<file path="config.mk">
export PLATFORM = sky130hd
export DESIGN_NAME = nrArrayDivider
export DESIGN_NICKNAME = d
export VERILOG_FILES = /design/src/rtl/nrDivPkg.sv /design/src/rtl/divCasCell.sv /design/src/rtl/divCasArray.sv /design/src/rtl/divDatapath.sv /design/src/rtl/divCtrl.sv /design/src/rtl/nrArrayDivider.sv
export SDC_FILE = /design/constraint.sdc
export NUM_CORES = 1
export LEC_CHECK = 0
export BUFFER_PORTS_ARGS = -buffer_cell sky130_fd_sc_hd__buf_2
export CAP_MARGIN = 40
export CORE_ASPECT_RATIO = 0.5
export CORE_MARGIN = 10
export CORE_UTILIZATION = 45
export DETAILED_ROUTE_END_ITERATION = 16
export MAX_ROUTING_LAYER = met4
export PLACE_DENSITY = 0.69
export RECOVER_POWER = 25
export SETUP_SLACK_MARGIN = 0.15
export SKIP_LAST_GASP = 1
export SYNTH_ARGS = -nofsm -noshare
export SYNTH_HDL_FRONTEND = slang
export SYNTH_SLANG_ARGS = --single-unit
</file>
<file path="constraint.sdc">
create_clock -name clk -period 37.8 [get_ports clk]
set_input_delay 1.89 -clock clk [delete_from_list [all_inputs] [get_ports clk]]
set_output_delay 1.89 -clock clk [all_outputs]
set_load 0.02 [all_outputs]
</file>
<file path="src/rtl/nrDivPkg.sv">
package nrDivPkg;
  // strobes from the control to the datapath
  typedef struct packed {
    logic capIn;   // load operand registers
    logic capOut;  // load result registers
  } divStrobeT;
endpackage

</file>
<file path="src/rtl/divCasCell.sv">
module divCasCell (
  input  logic partIn,   // diagonal partial remainder bit
  input  logic carryIn,
  input  logic divBit,
  input  logic ctlBit,   // 1 = subtract, 0 = add
  output logic sumOut,
  output logic carryOut
);
  logic opBit;
  assign opBit    = divBit ^ ctlBit;
  assign sumOut   = partIn ^ carryIn ^ opBit;
  assign carryOut = (partIn & carryIn) | (opBit & carryIn) | (opBit & partIn);
endmodule

</file>
<file path="src/rtl/divCasArray.sv">
module divCasArray #(
  parameter int N = 8
) (
  input  logic [2*N-2:0] dividend,
  input  logic [N-1:0]   divisor,
  output logic [N-1:0]   quot,
  output logic [N-1:0]   rem
);
  logic [N-1:0][N-1:0] rowIn;
  logic [N-1:0][N-1:0] rowSum;
  logic [N-1:0][N:0]   rowCarry;
  logic [N:0]          ctlBit;

  // the top row always subtracts
  assign ctlBit[0] = 1'b1;

  for (genvar i = 0; i < N; i++) begin : gRow
    if (i == 0) begin : gTop
      assign rowIn[i] = dividend[2*N-2:N-1];
    end else begin : gNext
      assign rowIn[i] = {rowSum[i-1][N-2:0], dividend[N-1-i]};
    end
    // carry into the LSB cell equals the row's control bit (+1 on subtract)
    assign rowCarry[i][0] = ctlBit[i];
    for (genvar k = 0; k < N; k++) begin : gCol
      divCasCell uCell (
        .partIn  (rowIn[i][k]),
        .carryIn (rowCarry[i][k]),
        .divBit  (divisor[k]),
        .ctlBit  (ctlBit[i]),
        .sumOut  (rowSum[i][k]),
        .carryOut(rowCarry[i][k+1])
      );
    end
    assign ctlBit[i+1]  = rowCarry[i][N];
    assign quot[N-1-i]  = rowCarry[i][N];
  end

  assign rem = rowSum[N-1];
endmodule

</file>
<file path="src/rtl/divDatapath.sv">
module divDatapath
  import nrDivPkg::*;
#(
  parameter int N = 8
) (
  input  logic           clk,
  input  logic           rstN,
  input  divStrobeT      strobe,
  input  logic [2*N-2:0] dividend,
  input  logic [N-1:0]   divisor,
  output logic [N-1:0]   quotient,
  output logic [N-1:0]   remainder
);
  localparam int DW = 2 * N - 1;

  logic [DW-1:0] opDividend;
  logic [N-1:0]  opDivisor;
  logic [N-1:0]  arrQuot;
  logic [N-1:0]  arrRem;

  always_ff @(posedge clk or negedge rstN) begin
    if (!rstN) begin
      opDividend <= '0;
      opDivisor  <= '0;
    end else if (strobe.capIn) begin
      opDividend <= dividend;
      opDivisor  <= divisor;
    end
  end

  divCasArray #(.N(N)) uArray (
    .dividend(opDividend),
    .divisor (opDivisor),
    .quot    (arrQuot),
    .rem     (arrRem)
  );

  always_ff @(posedge clk or negedge rstN) begin
    if (!rstN) begin
      quotient  <= '0;
      remainder <= '0;
    end else if (strobe.capOut) begin
      quotient  <= arrQuot;
      remainder <= arrRem;
    end
  end
endmodule

</file>
<file path="src/rtl/divCtrl.sv">
module divCtrl
  import nrDivPkg::*;
(
  input  logic      clk,
  input  logic      rstN,
  input  logic      inValid,
  output divStrobeT strobe,
  output logic      outValid
);
  logic stage1;

  always_ff @(posedge clk or negedge rstN) begin
    if (!rstN) begin
      stage1   <= 1'b0;
      outValid <= 1'b0;
    end else begin
      stage1   <= inValid;
      outValid <= stage1;
    end
  end

  assign strobe.capIn  = inValid;
  assign strobe.capOut = stage1;
endmodule

</file>
<file path="src/rtl/nrArrayDivider.sv">
module nrArrayDivider
  import nrDivPkg::*;
#(
  parameter int N = 8
) (
  input  logic           clk,
  input  logic           rstN,
  input  logic           inValid,
  input  logic [2*N-2:0] dividend,
  input  logic [N-1:0]   divisor,
  output logic           outValid,
  output logic [N-1:0]   quotient,
  output logic [N-1:0]   remainder
);
  divStrobeT strobe;

  divCtrl uCtrl (
    .clk     (clk),
    .rstN    (rstN),
    .inValid (inValid),
    .strobe  (strobe),
    .outValid(outValid)
  );

  divDatapath #(.N(N)) uData (
    .clk      (clk),
    .rstN     (rstN),
    .strobe   (strobe),
    .dividend (dividend),
    .divisor  (divisor),
    .quotient (quotient),
    .remainder(remainder)
  );
endmodule

</file>
==> results.ini <==
[clocking]
clkSinkCount = 41
cts_resized = 0
clkTransAtPathRegs_ns = 0.06
clock_latency_ns = 0.29
post-cts-setup-buffers = 0
cts_buffer_depth = 2
hold_buffers = 0
htreeDepth = 2
cts_buffers = 5
cts_tree = done
root_buffer = clkbuf_16

[timing]
worstMarginPinSlew_ns = 1.38
clock.fmax_mhz = 34.1
rsz0062_at_grt = no
finClkSkew_ns = 0.00677
final-hold-violation-count = 0
finalSetupTns_ns = 0
finalSetupViolCount = 0
whs_ns = 0.502
slew_viol_final = 0
slew_headroom_pct = 8.15
fin_crit_ns = 29.32
fin_crit_sh_pct = 77.6

[synthesis]
syn_area_per_cell_um2 = 10.6
ys_seq_elements = 41
yosysTopAreaCell = dfrtp_1
synthesis.nets = 435
async_flop_share_pct = 100
synth_area_leaders = dfrtp_1 (27%), fa_1 (26%), xor2_1 (7.1%)
synthFlopType = dfrtp_1
netlist_area_um2 = 3800
synth_cell_types = 57
synthCells = 359
synth-seq-area-share_pct = 27.0
synth_top_cells_by_count = fa_1 (49), dfrtp_1 (41), xor2_1 (31)
yosysMostFrequentCell = fa_1
synth_edf_count = 0
synth_warnings = 0
synth_top_cell_area_share_pct = 27.0

[route]
drt.antenna.violating_nets = 0
detail_route.wl_per_cell_um = 15.4
routed_via_density = 5.27
vias = 2611
drtPass1Iterations = 4
drtIter0Drc = 257
drc_errors = 0
drt-total-wl_um = 7620

[global_routing]
grt_util_all_layers_pct = 12.6
grt_pass1_vias = 2615
antenna_found_initial = 0
grt_overflow = 0
grtUsageMet2_pct = 17.4
groute.layer.met1.usage_pct = 18.1
grt_max_degree = 35
grt_pass1_wl_um = 13000
grt-busiest-layer = met1
met3_usage_pct = 2.91

[die]
dieArea_um2 = 12800
die_w_um = 150
die_y_um = 85
row_count = 23
initial_core_util_pct = 46.9
ios = 43
coreArea_um2 = 8120

[cells_and_area]
num-nets-final = 458
fillers = 766
multi_input_area_um2 = 2570
area_growth_syn_to_layout_pct = 9.35
drive_gt1_share_pct = 21.4
seq_area_um2 = 1030
insertedDiodeCount = 0

[placed_design]
gp_congestion = 0.873
dpl.hpwl_um = 6160
port_buffers = 42

[critical_path]
cp-start-kind = flip-flop
arrival_ns = 29.50
cp_common_cell = fa_1
cpPeakStageDelay_ns = 0.66
critical-path-slowest-cell = dfrtp_1
worstPathRequired_ns = 37.98
path_max_fanout = 22
critPathTopFamily = adder cells
end_kind = flip-flop
worstSetupPathType = reg2reg
cp_num_buf_inv = 4

[min_path]
worstHoldPathType = reg2reg

[flow_run]
max-cap-violations = 0

[outcome]
status = finished clean

-- metrics by stage --
stage	instances	utilization [%]	area (um2)	setup WS, ns
after global placement	485	49.5	4020	8.72
after global routing	495	51.2	4160	6.92
final	495	51.2	4160	8.48
after detailed placement	487	50.1	4060	8.31
after floorplan	359	-	3800	10.50
after CTS	495	51.7	4200	8.34
-- registers in the layout, indices dropped and copies added, names as in the netlist --
| register | cells |
|---|---|
| uCtrl.outValid | 1 |
| uCtrl.stage1 | 1 |
| uData.opDividend | 15 |
| uData.opDivisor | 8 |
| uData.quotient | 8 |
| uData.remainder | 8 |
-- worst paths after layout --
| path | cells after the start | slack [ns] | startpoint | endpoint |
|---|---|---|---|---|
| worst max-delay path | 81 | 8.48 | uData.opDivisor[0] | uData.remainder[7] |
| worst min-delay path | 1 | 0.50 | uData.remainder[1] | uData.remainder[1] |
| worst max register to register | 81 | 8.48 | uData.opDivisor[0] | uData.remainder[7] |
| worst min register to register | 1 | 0.50 | uData.remainder[1] | uData.remainder[1] |
| max in group asynchronous | 2 | 34.33 | rstN | uCtrl.outValid |
| min in group asynchronous | 1 | 1.71 | rstN | uData.opDivisor[7] |
-- area by class of cell --
| class | instances | share of cell area [%] |
|---|---|---|
| clock buffers | 8 | 3.28 |
| inverters | 18 | 1.63 |
| repair buffers | 44 | 5.21 |
| flip-flops and latches | 41 | 24.7 |
| well taps | 112 | 3.37 |
| multi-input cells | 272 | 61.8 |
-- routing by layer --
metal	part of all wire, %	up-vias	wire [um]
met5	0	-	0
li1	-	1249	-
met4	1.3	0	99
met1	51	1288	3910
met3	5.6	9	425
met2	42	65	3180
-- cell usage in the layout, fill, tap and decap left out, types with 14 or more instances in the layout --
cell	count
xor2_1	31
nand2_1	30
nor2_1	27
buf_2	41
fa_1	49
dfrtp_1	41
a21oi_1	16
nor3_1	14
mux2_2	18
inv_1	18
-- cell families after synthesis --
kind of cell / count (synthesis) / share of synthesized area [%]
flops: 41 / 27.0
compound gates: 69 / 13.9
simple gates: 88 / 11.2
fa+ha+maj: 52 / 26.7
mux: 18 / 5.33
xor+xnor: 45 / 10.6
buf+inv: 46 / 5.40
Power is left out: the tool's default activity adds up to more than one toggle a clock period on the data nets, which glitch-free logic cannot reach.
